<file path="config.mk">
export PLATFORM = sky130hd
export DESIGN_NAME = tcmp_channel
export DESIGN_NICKNAME = d
export VERILOG_FILES = /design/src/rtl/tcmp_pkg.sv /design/src/rtl/tcmp_regs.sv /design/src/rtl/tcmp_match.sv /design/src/rtl/tcmp_action.sv /design/src/rtl/tcmp_channel.sv
export SDC_FILE = /design/constraint.sdc
export NUM_CORES = 1
export LEC_CHECK = 0
export BUFFER_PORTS_ARGS = -buffer_cell sky130_fd_sc_hd__buf_2
export CORE_ASPECT_RATIO = 1.1
export CORE_UTILIZATION = 35
export CTS_CLUSTER_DIAMETER = 50
export DETAILED_ROUTE_END_ITERATION = 8
export GPL_TIMING_DRIVEN = 0
export PLACE_DENSITY = 0.69
export SLEW_MARGIN = 10
export SYNTH_ARGS = -nofsm -noshare
export SYNTH_HDL_FRONTEND = slang
export SYNTH_SLANG_ARGS = --single-unit
</file>
<file path="constraint.sdc">
create_clock -name clk -period 1.7 [get_ports clk]
set_input_delay 0.34 -clock clk [delete_from_list [all_inputs] [get_ports clk]]
set_output_delay 0.34 -clock clk [all_outputs]
set_load 0.005 [all_outputs]
</file>
<file path="src/rtl/tcmp_pkg.sv">
package tcmp_pkg;
  localparam logic [3:0] MODE_OFF  = 4'b0000;
  localparam logic [3:0] MODE_SET  = 4'b1000;
  localparam logic [3:0] MODE_CLR  = 4'b1001;
  localparam logic [3:0] MODE_SOFT = 4'b1010;
  localparam logic [3:0] MODE_TRIG = 4'b1011;

  typedef enum logic [1:0] {
    ADDR_CMP  = 2'd0,
    ADDR_CTRL = 2'd1,
    ADDR_FCLR = 2'd2,
    ADDR_RSVD = 2'd3
  } waddr_e;
endpackage

</file>
<file path="src/rtl/tcmp_regs.sv">
module tcmp_regs
  import tcmp_pkg::*;
#(
  parameter int TW = 16,
  parameter int MW = 4
) (
  input  logic          clk,
  input  logic          rst_n,
  input  logic          wr_en,
  input  logic [1:0]    wr_addr,
  input  logic [TW-1:0] wr_data,
  output logic [TW-1:0] cmp_val,
  output logic [MW-1:0] mode,
  output logic          ctrl_zero_wr,
  output logic          flag_clr_wr
);
  logic unused_hi;
  assign unused_hi = ^wr_data[TW-1:MW];

  assign ctrl_zero_wr = wr_en && (wr_addr == ADDR_CTRL) && (wr_data[MW-1:0] == '0);
  assign flag_clr_wr  = wr_en && (wr_addr == ADDR_FCLR);

  always_ff @(posedge clk) begin
    if (!rst_n) begin
      cmp_val <= '0;
      mode    <= '0;
    end else if (wr_en) begin
      if (wr_addr == ADDR_CMP)  cmp_val <= wr_data;
      if (wr_addr == ADDR_CTRL) mode    <= wr_data[MW-1:0];
    end
  end
endmodule

</file>
<file path="src/rtl/tcmp_match.sv">
module tcmp_match #(
  parameter int TW = 16,
  parameter int MW = 4
) (
  input  logic          clk,
  input  logic          rst_n,
  input  logic [TW-1:0] timer_val,
  input  logic [TW-1:0] cmp_val,
  input  logic [MW-1:0] mode,
  output logic          match_ev
);
  logic eq, eq_q, active;

  assign eq     = (timer_val == cmp_val);
  // modes 10xx are the compare modes
  assign active = mode[MW-1] && !mode[MW-2];
  assign match_ev = active && eq && !eq_q;

  always_ff @(posedge clk) begin
    if (!rst_n) eq_q <= 1'b0;
    else        eq_q <= eq;
  end
endmodule

</file>
<file path="src/rtl/tcmp_action.sv">
module tcmp_action
  import tcmp_pkg::*;
#(
  parameter int MW       = 4,
  parameter bit HAS_CONV = 1'b1
) (
  input  logic          clk,
  input  logic          rst_n,
  input  logic          match_ev,
  input  logic [MW-1:0] mode,
  input  logic          ctrl_zero_wr,
  input  logic          flag_clr_wr,
  input  logic          conv_en,
  output logic          latch_q,
  output logic          flag_q,
  output logic          timer_rst,
  output logic          conv_start
);
  assign timer_rst = match_ev && (mode == MODE_TRIG);

  generate
    if (HAS_CONV) begin : g_conv
      assign conv_start = timer_rst && conv_en;
    end else begin : g_noconv
      logic unused_conv;
      assign unused_conv = conv_en;
      assign conv_start  = 1'b0;
    end
  endgenerate

  always_ff @(posedge clk) begin
    if (!rst_n) begin
      latch_q <= 1'b0;
    end else if (ctrl_zero_wr) begin
      latch_q <= 1'b0;
    end else if (match_ev) begin
      if (mode == MODE_SET)      latch_q <= 1'b1;
      else if (mode == MODE_CLR) latch_q <= 1'b0;
    end
  end

  always_ff @(posedge clk) begin
    if (!rst_n)          flag_q <= 1'b0;
    else if (match_ev)   flag_q <= 1'b1;
    else if (flag_clr_wr) flag_q <= 1'b0;
  end
endmodule

</file>
<file path="src/rtl/tcmp_channel.sv">
module tcmp_channel #(
  parameter int TW       = 16,
  parameter int MW       = 4,
  parameter bit HAS_CONV = 1'b1
) (
  input  logic          clk,
  input  logic          rst_n,
  input  logic          wr_en,
  input  logic [1:0]    wr_addr,
  input  logic [TW-1:0] wr_data,
  input  logic [TW-1:0] timer_val,
  input  logic          conv_en,
  input  logic          tris,
  output logic          timer_rst,
  output logic          conv_start,
  output logic          irq_flag,
  output logic          pin_out,
  output logic          pin_oe
);
  logic [TW-1:0] cmp_q;
  logic [MW-1:0] mode_q;
  logic          ctrl_zero_wr, flag_clr_wr, match_ev, latch_q;

  tcmp_regs #(.TW(TW), .MW(MW)) u_regs (
    .clk(clk), .rst_n(rst_n), .wr_en(wr_en), .wr_addr(wr_addr),
    .wr_data(wr_data), .cmp_val(cmp_q), .mode(mode_q),
    .ctrl_zero_wr(ctrl_zero_wr), .flag_clr_wr(flag_clr_wr)
  );

  tcmp_match #(.TW(TW), .MW(MW)) u_match (
    .clk(clk), .rst_n(rst_n), .timer_val(timer_val), .cmp_val(cmp_q),
    .mode(mode_q), .match_ev(match_ev)
  );

  tcmp_action #(.MW(MW), .HAS_CONV(HAS_CONV)) u_action (
    .clk(clk), .rst_n(rst_n), .match_ev(match_ev), .mode(mode_q),
    .ctrl_zero_wr(ctrl_zero_wr), .flag_clr_wr(flag_clr_wr),
    .conv_en(conv_en), .latch_q(latch_q), .flag_q(irq_flag),
    .timer_rst(timer_rst), .conv_start(conv_start)
  );

  assign pin_out = latch_q;
  assign pin_oe  = !tris;
endmodule

</file>
Word level (Yosys, flattened, before mapping)
Index checks and enable logic that the tools add are counted.
{"block": "classes", "n_eq_ne": 6, "n_mux": 4, "bitwise_logic": 1, "n_reduce_logical": 19}
{"op": "16-bit == test", "count": 1}
{"op": "4-bit == test (second input constant)", "count": 3}
{"op": "1-bit logical AND", "count": 8}
{"op": "2-bit AND reduction", "count": 3}
{"op": "4-bit zero test", "count": 1}
{"op": "1-bit two-way mux", "count": 4}
{"op": "2-bit nonzero test", "count": 2}
{"op": "1-bit zero test", "count": 3}
{"op": "2-bit by 1-bit == test with 1-bit output (second input constant)", "count": 1}
{"op": "2-bit == test (second input constant)", "count": 1}
{"op": "2-bit zero test", "count": 1}
{"op": "2-bit OR reduction", "count": 1}
{"op": "1-bit NOT", "count": 1}
{"block": "totals", "reg_bits": 23, "in_bits": 39, "out_inout_bits": 5, "elab_cells": 35}

Logic depth before layout (Yosys ltp)
Gate-level depths: netlist of run 1.
{"block": "logic_depth", "depth_word": 6, "depth_mapped": 6, "depth_no_buf": 5}

Hierarchy
A second synthesis of run 1 with hierarchy kept.
{"block": "hier_totals", "cells_unflattened": 126, "area_unflattened_um2": 1161.1}
{"module": "tcmp_regs", "instances": 1, "cells_each": 87, "area_per_inst_um2": 827.0, "seq_area_each_um2": 400.4}
{"module": "tcmp_match", "instances": 1, "cells_each": 25, "area_per_inst_um2": 214.0, "seq_area_each_um2": 20.0}
{"module": "tcmp_action", "instances": 1, "cells_each": 13, "area_per_inst_um2": 116.4, "seq_area_each_um2": 40.0}
{"module": "tcmp_channel", "instances": 1, "cells_each": 1, "area_per_inst_um2": 3.8, "seq_area_each_um2": 0.0}

Least setup slack after synthesis of run 1
No wires, ideal clock.
{"block": "synth_path", "path_type": "input to output", "startpoint": "in timer_val[15]", "endpoint": "out conv_start", "t_arrival_ns": 1.231, "t_required_ns": 1.360, "setup_slack_ns": 0.129, "cell_stages": 5, "path_buffers": 0, "cell_sequence": "xor2_1 > nor4_1 > nand4_1 > nor2_1 > and4_1"}
{"block": "synth_between", "elab_chain_cells": 5}
{"element": "start: declaration", "line_no": "tcmp_channel.sv:11", "text": "input logic [TW-1:0] timer_val,"}
{"element": "16-bit == test", "line_no": "tcmp_match.sv:14", "text": "assign eq = (timer_val == cmp_val);"}
{"element": "1-bit logical AND (2 in series)", "line_no": "tcmp_match.sv:17", "text": "assign match_ev = active && eq && !eq_q;"}
{"element": "1-bit logical AND", "line_no": "tcmp_action.sv:19", "text": "assign timer_rst = match_ev && (mode == MODE_TRIG);"}
{"element": "1-bit logical AND", "line_no": "tcmp_action.sv:23", "text": "assign conv_start = timer_rst && conv_en;"}
{"element": "end: declaration", "line_no": "tcmp_channel.sv:15", "text": "output logic conv_start,"}
No other way between the ends.

Worst setup path in the final report of run 1
{"block": "layout_path", "startpoint": "reg u_regs.cmp_val[5]", "endpoint": "out conv_start"}
{"block": "layout_between", "elab_chain_cells": 5}
{"element": "start: declaration", "line_no": "tcmp_regs.sv:12", "text": "output logic [TW-1:0] cmp_val,"}
{"element": "start signal: assignment", "line_no": "tcmp_regs.sv:28", "text": "if (wr_addr == ADDR_CMP) cmp_val <= wr_data;"}
{"element": "16-bit == test", "line_no": "tcmp_match.sv:14"}
{"element": "1-bit logical AND (2 in series)", "line_no": "tcmp_match.sv:17"}
{"element": "1-bit logical AND", "line_no": "tcmp_action.sv:19"}
{"element": "1-bit logical AND", "line_no": "tcmp_action.sv:23"}
No other way between the ends.

==> results.sh, run 1 <==
export IMPL_hold_class="in2reg"
export IMPL_irDropWorstVdd_mv=0.434
export IMPL_place_port_buffers=43
export IMPL_ant_nets=0
export IMPL_arrival_ns=1.74
export IMPL_wl_per_cell_um=11.1
export IMPL_r2r_start="u_regs.cmp_val[5]"
export IMPL_clkLatencyLatePin_ns=0.31
export IMPL_grt_pass1_wl_um=3840
export IMPL_dr_total_vias=998
export IMPL_area_growth_pct=33.4
export IMPL_pin_count=44
export IMPL_stdcell_count=209
export IMPL_hold_path_cell_count=3
export IMPL_grt_pass1_vias=946
export IMPL_die_height_um=59.0
export IMPL_cts_root_buf="clkbuf_4"
export IMPL_htree_levels=1
export IMPL_fin_util_pct=49.6
export IMPL_start_util_pct=37.2
export IMPL_timing_rr_end="u_action.latch_q"
export IMPL_drtIter0Drc=10
export IMPL_yosysSeqAreaShare_pct=44.6
export IMPL_final_hold_violation_count=0
export IMPL_synth_top_area_cell="dfxtp_1"
export IMPL_cap_violations=0
export IMPL_fmax_mhz=481
export IMPL_viasPerCell=4.78
export IMPL_fin_crit_sh_pct=122
export IMPL_grt_usage_pct=16.4
export IMPL_setup_viol=3
export IMPL_drt_total_wl_um=2320
export IMPL_drtPass1Iterations=4
export IMPL_setup_ws_ns=-0.381
export IMPL_synth_top_cell_area_share_pct=44.6
export IMPL_rrSetupSlack_ns=-0.06
export IMPL_mostFrequentLayoutCell="buf_2"
export IMPL_grt_max_degree=13
export IMPL_pre_cts_slack_ns=-0.330
export IMPL_crit_fanout=3
export IMPL_end_kind="output pin"
export IMPL_synth_fp_nets=165
export IMPL_hold_path_end="u_regs.cmp_val[12]"
export IMPL_setup_tns_ns=-0.794
export IMPL_critical_path_required_ns=1.36
export IMPL_layout_common_cells="buf_2 (44), nand2_1 (32), dfxtp_1 (19)"
export IMPL_rows=20
export IMPL_cts_sinks=23
export IMPL_nFillCells=298
export IMPL_syn_area_um2=1030
export IMPL_antenna_found_initial=0
export IMPL_hpwlAfterDp_um=1810
export IMPL_die_area_um2=3170
export IMPL_worst_pin_slew_ns=0.502
export IMPL_final_nets=216
export IMPL_yosysWarnings=0
export IMPL_synth_cell_types=23
export IMPL_holdBufCountCts=0
export IMPL_powerDensity_nw_per_um2=690
export IMPL_drcViolationCount=0
export IMPL_violations="setup timing"
export IMPL_status="complete, but fails checks"
export IMPL_slew_viol_final=0
export IMPL_dp_cells=202
export IMPL_syn_avg_cell_area_um2=8.20
export IMPL_worst_setup_path_start_kind="register"
export IMPL_netlist_top_cells_area="dfxtp_1 (45%), xor2_1 (14%), nand2_1 (12%)"
export IMPL_leakage_nw=0.647
export IMPL_period_minus_slack_ns=2.08
export IMPL_crit_type="reg2out"
export IMPL_multi_input_area_um2=569
export IMPL_synthCells=126
export IMPL_clkSlewWorstSetupHoldPaths_ns=0.12
export IMPL_slew_limit_headroom_pct=66.5
export IMPL_holdWs_ns=0.249
export IMPL_cp_slowest_stage_delay_ns=0.34
export IMPL_reg2reg_depth=7
export IMPL_place_congestion=0.751
export IMPL_finalClockSkew_ns=0.00390
export IMPL_path_cells="xor2_1, nor4_2, nand4_1, nor2_2, and4_1, buf_2"
export IMPL_cts_tree="yes"
export IMPL_seq_area_um2=465
export IMPL_cts_buffers=3
export IMPL_rsz0062_at_grt="true"
export IMPL_die_w_um=53.8
export IMPL_ys_ff_latch=23
export IMPL_hp_start="wr_data[12]"
export IMPL_clk_path_buf_depth=2
export IMPL_cpMaxStageDelayCell="dfxtp_1"
export IMPL_diodes=0
export IMPL_grt_ovfl_total=0
export IMPL_design_core_area_um2=2780
export IMPL_drive_gt1_share_pct=36.4
## how the worst max path moves through the flow
stage | startpoint | endpoint | slack (ns)
after floorplan | timer_val[15] | conv_start | 0.13
after global placement | timer_val[12] | conv_start | -0.30
after detailed placement | timer_val[15] | conv_start | -0.33
after CTS | u_regs.cmp_val[0] | conv_start | -0.44
after global routing | u_regs.cmp_val[0] | conv_start | -0.52
final | u_regs.cmp_val[5] | conv_start | -0.38
## critical path, delay by kind of cell, from the launching register on
kind,cells,cell delay [ns]
XOR/XNOR,1,0.16
AND/OR/NAND/NOR,4,0.82
flip-flops,1,0.34
buffers and inverters,1,0.10
## power by group
group	switching (W)	internal [W]	total [W]	leakage, nW
clock network	0.000159	0.0000916	0.000250	0.0150
logic	0.0000696	0.0000661	0.000136	0.444
registers	0.0000104	0.000555	0.000565	0.189
## through the flow
step           power, W  instance area [um^2]
6_report       0.000951                  1380
5_1_grt         0.00100                  1380
4_1_cts        0.000959                  1350
3_5_place_dp   0.000705                  1290
3_3_place_gp   0.000701                  1290
2_1_floorplan  0.000637                  1030
## state kept, by name, summed over array words and instances (netlist names)
name              count
u_regs.mode           4
u_regs.cmp_val       16
u_action.flag_q       1
u_action.latch_q      1
u_match.eq_q          1
## cell families (layout without fill, tap and decap cells)
| family | Yosys count | after routing | synth area share (%) |
|---|---|---|---|
| and+or+nand+nor | 53 | 53 | 23.5 |
| muxes | 5 | 5 | 4.84 |
| xor gates and xnor gates | 16 | 16 | 13.6 |
| AOI/OAI and AO/OA | 19 | 19 | 9.81 |
| DFF | 23 | 23 | 44.6 |
| buffers and inverters | 10 | 60 | 3.75 |
## synth_stat cells
cell,number
xor2_1,16
a21oi_1,16
o21a_1,1
or3_2,1
inv_1,4
and4_1,1
mux2i_1,5
dfxtp_1,23
and3_1,2
nor4_1,4
or3b_2,1
buf_2,1
nor3_1,1
a31oi_1,1
nor2_1,7
nand3_1,1
nand3_2,1
inv_2,1
o211ai_1,1
nand4_1,1
nand2_1,32
clkbuf_1,4
or4_1,1
## cell type report
type	instances	share of cell area [%]
multi-input combinational	93	41.3
tap	33	2.99
clock buffer	4	1.91
inverter	5	1.36
buffer	5	1.45
timing repair buffer	46	17.2
sequential	23	33.8
## routing by layer
metal	global-route usage (%)	share of wire, %	vias up
li1	-	-	517
met1	19.3	43	455
met2	29.6	53	24
met3	1.54	4.1	2
met4	6.77	0.47	0
met5	0	0	-
## what timing repair did
action                                  in CTS  in global routing
pin swaps                                   10                  6
resized for setup                            6                  4
buffers inserted                             2                  1
endpoints found under the setup margin       2                  3
No activity file was read; power rests on OpenSTA's default activity.
==> run 2, diff against run 1 <==
Settings changed: CTS_BUF_LIST set to sky130_fd_sc_hd__clkbuf_16, MAX_ROUTING_LAYER set to met4.
==> run 2 against run 1 <==
Against the previous run:
- the run still ends with setup timing left
- fmax rose by 3.8%
- final area is 3.4% higher
- hold slack improved by 0.071 ns
- die area unchanged
- register-to-register slack improved by 0.13 ns
- final cell count decreased by 0.48%
- global-route usage increased by 0.44 points
- total power up 25%
- first-iteration DRC count shrank 10%
- setup slack better by 0.076 ns
- routed wire length shrank 1.9%
- sequential share of layout area shrank 1.0 points
- critical path type unchanged
- largest power group unchanged
==> results.sh, run 2 (same netlist as run 1, synthesis figures left out) <==
export IMPL_reg2reg_depth=6
export IMPL_path_cells="xor2_1, nor4_2, nand4_1, nor2_2, and4_1, buf_2"
export IMPL_irDropWorstVdd_mv=0.607
export IMPL_nFillCells=288
export IMPL_htree_levels=1
export IMPL_crit_path_end="conv_start"
export IMPL_die_height_um=59.0
export IMPL_cap_violations=0
export IMPL_largest_register_ffs=16
export IMPL_diodes=0
export IMPL_die_w_um=53.8
export IMPL_rows=20
export IMPL_wl_per_cell_um=10.9
export IMPL_place_port_buffers=43
export IMPL_holdWs_ns=0.320
export IMPL_design_core_area_um2=2780
export IMPL_critical_path_required_ns=1.36
export IMPL_cp_slowest_stage_delay_ns=0.33
export IMPL_period_minus_slack_ns=2.00
export IMPL_crit_type="reg2out"
export IMPL_clk_path_buf_depth=2
export IMPL_grt_pass1_wl_um=3880
export IMPL_setup_ws_ns=-0.304
export IMPL_clkLatencyLatePin_ns=0.25
export IMPL_place_congestion=0.760
export IMPL_powerDensity_nw_per_um2=834
export IMPL_crit_cells=6
export IMPL_grt_ovfl_total=0
export IMPL_grt_max_degree=13
export IMPL_cts_sinks=23
export IMPL_pre_cts_slack_ns=-0.330
export IMPL_pin_count=44
export IMPL_ant_nets=0
export IMPL_stdcell_count=208
export IMPL_mostFrequentLayoutCell="buf_2"
export IMPL_timing_rr_end="u_action.latch_q"
export IMPL_layout_common_cells="buf_2 (44), nand2_1 (32), dfxtp_1 (18)"
export IMPL_grt_pass1_vias=962
export IMPL_violations="setup timing"
export IMPL_seq_area_um2=467
export IMPL_r2r_start="u_regs.cmp_val[0]"
export IMPL_crit_start="u_regs.cmp_val[0]"
export IMPL_rrSetupSlack_ns=0.07
export IMPL_dr_total_vias=992
export IMPL_fin_crit_sh_pct=118
export IMPL_totalPowerFinal_w=0.00119
export IMPL_area_growth_pct=37.9
export IMPL_dp_cells=202
export IMPL_drive_gt1_share_pct=36.6
export IMPL_top_regs="u_regs.cmp_val x16, u_regs.mode x4"
export IMPL_multi_input_area_um2=569
export IMPL_drtPass1Iterations=2
export IMPL_cts_tree="yes"
export IMPL_drtIter0Drc=9
export IMPL_fmax_mhz=499
export IMPL_die_area_um2=3170
export IMPL_start_util_pct=37.2
export IMPL_viasPerCell=4.77
export IMPL_worst_pin_slew_ns=0.492
export IMPL_holdBufCountCts=0
export IMPL_worst_setup_path_start_kind="register"
export IMPL_status="complete, but fails checks"
export IMPL_worst_path_buf_inv=1
export IMPL_end_kind="output pin"
export IMPL_cts_buffers=3
export IMPL_drcViolationCount=0
export IMPL_hold_class="in2reg"
export IMPL_slew_viol_final=0
export IMPL_cts_root_buf="clkbuf_16"
export IMPL_final_hold_violation_count=0
export IMPL_final_nets=215
export IMPL_rsz0062_at_grt="true"
export IMPL_setup_tns_ns=-0.582
export IMPL_setup_viol=2
export IMPL_clkSlewWorstSetupHoldPaths_ns=0.06
export IMPL_hpwlAfterDp_um=1810
export IMPL_cpMaxStageDelayCell="nor4_2"
export IMPL_leakage_nw=0.671
export IMPL_arrival_ns=1.66
export IMPL_crit_family="simple AND/OR/NAND/NOR gates"
export IMPL_regMostFlops="u_regs.cmp_val"
export IMPL_antenna_found_initial=0
export IMPL_slew_limit_headroom_pct=67.2
export IMPL_drt_total_wl_um=2280
export IMPL_crit_fanout=3
export IMPL_grt_usage_pct=16.9
export IMPL_finalClockSkew_ns=0.00180
-- run 2: cell count changes in the layout (fill, tap and decap cells not counted) --
cell and change:
clkbuf_16 +3, clkbuf_4 -3, buf_4 -1, clkbuf_1 -1
dfxtp_1 -1, dfxtp_2 +1, inv_1 +1
-- run 2: worst min-delay path by stage --
stage	endpoint	cells past startpoint	startpoint	slack (ns)
6_report	u_regs.cmp_val[4]	3	wr_data[4]	0.32
4_1_cts	u_regs.cmp_val[4]	3	wr_data[4]	0.32
5_1_grt	u_regs.cmp_val[12]	3	wr_data[12]	0.32
3_3_place_gp	u_regs.cmp_val[10]	2	u_regs.cmp_val[10]	0.45
3_5_place_dp	u_regs.cmp_val[8]	2	u_regs.cmp_val[8]	0.46
2_1_floorplan	u_regs.cmp_val[12]	2	u_regs.cmp_val[12]	0.45
-- run 2: stage by stage --
stage | util, % | area, um^2
after detailed placement | 46.4 | 1290
final | 51.3 | 1430
after CTS | 50.5 | 1400
after global placement | 46.4 | 1290
after floorplan | - | 1030
after global routing | 51.3 | 1430
-- run 2: power by group --
group          switching, W  total (W)  internal (W)
Combinational     0.0000690   0.000135     0.0000661
Clock              0.000174   0.000487      0.000313
Sequential        0.0000104   0.000566      0.000556
Total              0.000253    0.00119      0.000935
-- run 2: repair_timing --
item                                   CTS  global route
resized for setup                        7             4
setup endpoints to repair                2             3
pin swaps                               10             6
buffers inserted                         2             0
endpoints found under the hold margin    0             0
-- run 2: layout make-up --
cell class | count | share of cell area (%)
inverters | 5 | 1.32
well taps | 33 | 2.90
repair buffers | 45 | 16.2
clock buffers | 3 | 5.27
flip-flops and latches | 23 | 32.7
clock inverters | 1 | 0.263
plain buffers | 5 | 1.40
multi-input cells | 93 | 39.9
-- run 2: worst min-delay path, delay by kind of cell --
| family | cells | cell delay [ns] |
|---|---|---|
| and+or+nand+nor | 1 | 0.04 |
| buffers and inverters | 1 | 0.09 |
| AOI/OAI and AO/OA | 1 | 0.05 |
-- run 2: metal layers --
| layer | vias up | part of all wire, % | track usage, % |
|---|---|---|---|
| met3 | 2 | 4.4 | 2.56 |
| met1 | 448 | 44 | 19.7 |
| met5 | - | 0 | - |
| li1 | 516 | - | - |
| met4 | 0 | 0.48 | 5.26 |
| met2 | 26 | 51 | 29.1 |
==> run 3, diff against run 2 <==
Settings changed: PLACE_DENSITY 0.69 to not set.
==> run 3 against run 2 <==
Against the previous run:
- the run still ends with setup timing left
- global-route usage increased by 0.22 points
- core utilization decreased by 0.18 points
- routed wire length increased by 3.3%
- register-to-register slack about the same
- via count decreased by 0.81%
- critical endpoint unchanged
- largest cell class unchanged
- largest power group unchanged
==> results.sh, run 3 (same netlist as run 1, synthesis figures left out) <==
export IMPL_hpwlAfterDp_um=1810
export IMPL_reg2reg_depth=6
export IMPL_cts_tree="yes"
export IMPL_crit_start="u_regs.cmp_val[6]"
export IMPL_worst_pin_slew_ns=0.481
export IMPL_worst_setup_path_start_kind="register"
export IMPL_leakage_nw=0.669
export IMPL_hold_path_end="u_regs.cmp_val[6]"
export IMPL_clk_path_buf_depth=2
export IMPL_setup_ws_ns=-0.306
export IMPL_crit_type="reg2out"
export IMPL_final_hold_violation_count=0
export IMPL_start_util_pct=37.2
export IMPL_dp_cells=202
export IMPL_powerDensity_nw_per_um2=839
export IMPL_timing_rr_end="u_action.latch_q"
export IMPL_clkSlewWorstSetupHoldPaths_ns=0.06
export IMPL_top_regs="u_regs.cmp_val x16, u_regs.mode x4"
export IMPL_cp_slowest_stage_delay_ns=0.33
export IMPL_place_port_buffers=43
export IMPL_hp_start="wr_data[6]"
export IMPL_holdBufCountCts=0
export IMPL_fin_crit_sh_pct=118
export IMPL_rsz0062_at_grt="true"
export IMPL_grt_usage_pct=17.1
export IMPL_mostFrequentLayoutCell="buf_2"
export IMPL_period_minus_slack_ns=2.01
export IMPL_rrSetupSlack_ns=0.06
export IMPL_die_height_um=59.0
export IMPL_rows=20
export IMPL_seq_area_um2=468
export IMPL_diodes=0
export IMPL_setup_viol=2
export IMPL_design_core_area_um2=2780
export IMPL_cap_violations=0
export IMPL_grt_pass1_wl_um=3820
export IMPL_die_area_um2=3170
export IMPL_nFillCells=296
export IMPL_violations="setup timing"
export IMPL_status="complete, but fails checks"
export IMPL_place_congestion=0.760
export IMPL_setup_tns_ns=-0.577
export IMPL_pin_count=44
export IMPL_dpl_cell_area_um2=1290
export IMPL_clkLatencyLatePin_ns=0.25
export IMPL_stdcell_count=208
export IMPL_wl_per_cell_um=11.3
export IMPL_area_growth_pct=37.4
export IMPL_pre_cts_slack_ns=-0.302
export IMPL_fmax_mhz=499
export IMPL_dr_total_vias=984
export IMPL_die_w_um=53.8
export IMPL_viasPerCell=4.73
export IMPL_cts_root_buf="clkbuf_16"
export IMPL_r2r_start="u_regs.cmp_val[6]"
export IMPL_final_nets=215
export IMPL_irDropWorstVdd_mv=0.514
export IMPL_largest_register_ffs=16
export IMPL_ant_nets=0
export IMPL_antenna_found_initial=0
export IMPL_end_kind="output pin"
export IMPL_drive_gt1_share_pct=36.6
export IMPL_totalPowerFinal_w=0.00119
export IMPL_drcViolationCount=0
export IMPL_path_cells="xor2_2, nor4_2, nand4_1, nor2_2, and4_1, buf_2"
export IMPL_critical_path_required_ns=1.36
export IMPL_final_area_um2=1420
export IMPL_htree_levels=1
export IMPL_slew_limit_headroom_pct=67.9
export IMPL_cpMaxStageDelayCell="dfxtp_2"
export IMPL_drtIter0Drc=15
export IMPL_hold_path_cell_count=3
export IMPL_finalClockSkew_ns=0.00193
export IMPL_regMostFlops="u_regs.cmp_val"
export IMPL_grt_max_degree=13
export IMPL_layout_common_cells="buf_2 (44), nand2_1 (32), dfxtp_1 (17)"
export IMPL_drtPass1Iterations=4
export IMPL_drt_total_wl_um=2350
export IMPL_slew_viol_final=0
export IMPL_grt_pass1_vias=924
export IMPL_multi_input_area_um2=563
export IMPL_hold_class="in2reg"
export IMPL_arrival_ns=1.67
export IMPL_grt_ovfl_total=0
export IMPL_cts_buffers=3
export IMPL_crit_fanout=3
export IMPL_cts_sinks=23
-- run 3: cell counts in the layout (fill, tap and decap cells not counted) --
Identical to the previous run, type by type.
-- run 3: how the worst max path moves through the flow --
stage / depth (start not counted) / to / slack [ns]
after global routing: 6 / conv_start / -0.40
final: 6 / conv_start / -0.31
after floorplan: 5 / conv_start / 0.13
after detailed placement: 7 / conv_start / -0.30
after global placement: 7 / conv_start / -0.32
after CTS: 6 / conv_start / -0.32
-- run 3: critical path, delay by kind of cell (launching register included) --
family | cells | cell delay (ns)
xor+xnor | 1 | 0.15
simple gates | 4 | 0.83
flops | 1 | 0.33
buf+inv | 1 | 0.10
-- run 3: report_power, final --
group / leakage [nW] / total (W) / switching, W / internal [W]
logic: 0.438 / 0.000135 / 0.0000695 / 0.0000657
registers: 0.189 / 0.000566 / 0.0000103 / 0.000556
clock network: 0.0423 / 0.000490 / 0.000177 / 0.000313
total: 0.669 / 0.00119 / 0.000256 / 0.000935
-- run 3: repair_timing --
item                                    4_1_cts  5_1_grt
endpoints found under the setup margin        2        2
setup buffers                                 2        0
gates resized for setup                       8        3
pin swaps                                    13        5
hold endpoints to repair                      0        0
-- run 3: metal layers --
layer | track usage, % | part of all wire [%] | vias to the layer above
li1 | - | - | 516
met1 | 20.0 | 43 | 447
met2 | 28.6 | 52 | 19
met3 | 2.82 | 3.7 | 2
met4 | 6.77 | 0.98 | 0
met5 | - | 0 | -
-- run 3: area by class of cell --
cell class,instances,area share (%)
Multi-Input combinational cell,93,39.6
Sequential cell,23,33.0
Timing Repair Buffer,45,16.2
Clock buffer,3,5.29
Tap cell,33,2.91
Buffer,5,1.41
Inverter,5,1.32
Clock inverter,1,0.264
-- run 3: stage by stage --
step           hold WS, ns  utilization, %
6_report             0.320            51.1
5_1_grt              0.325            51.1
4_1_cts              0.321            50.6
3_5_place_dp         0.462            46.4
3_3_place_gp         0.455            46.4
2_1_floorplan        0.447               -
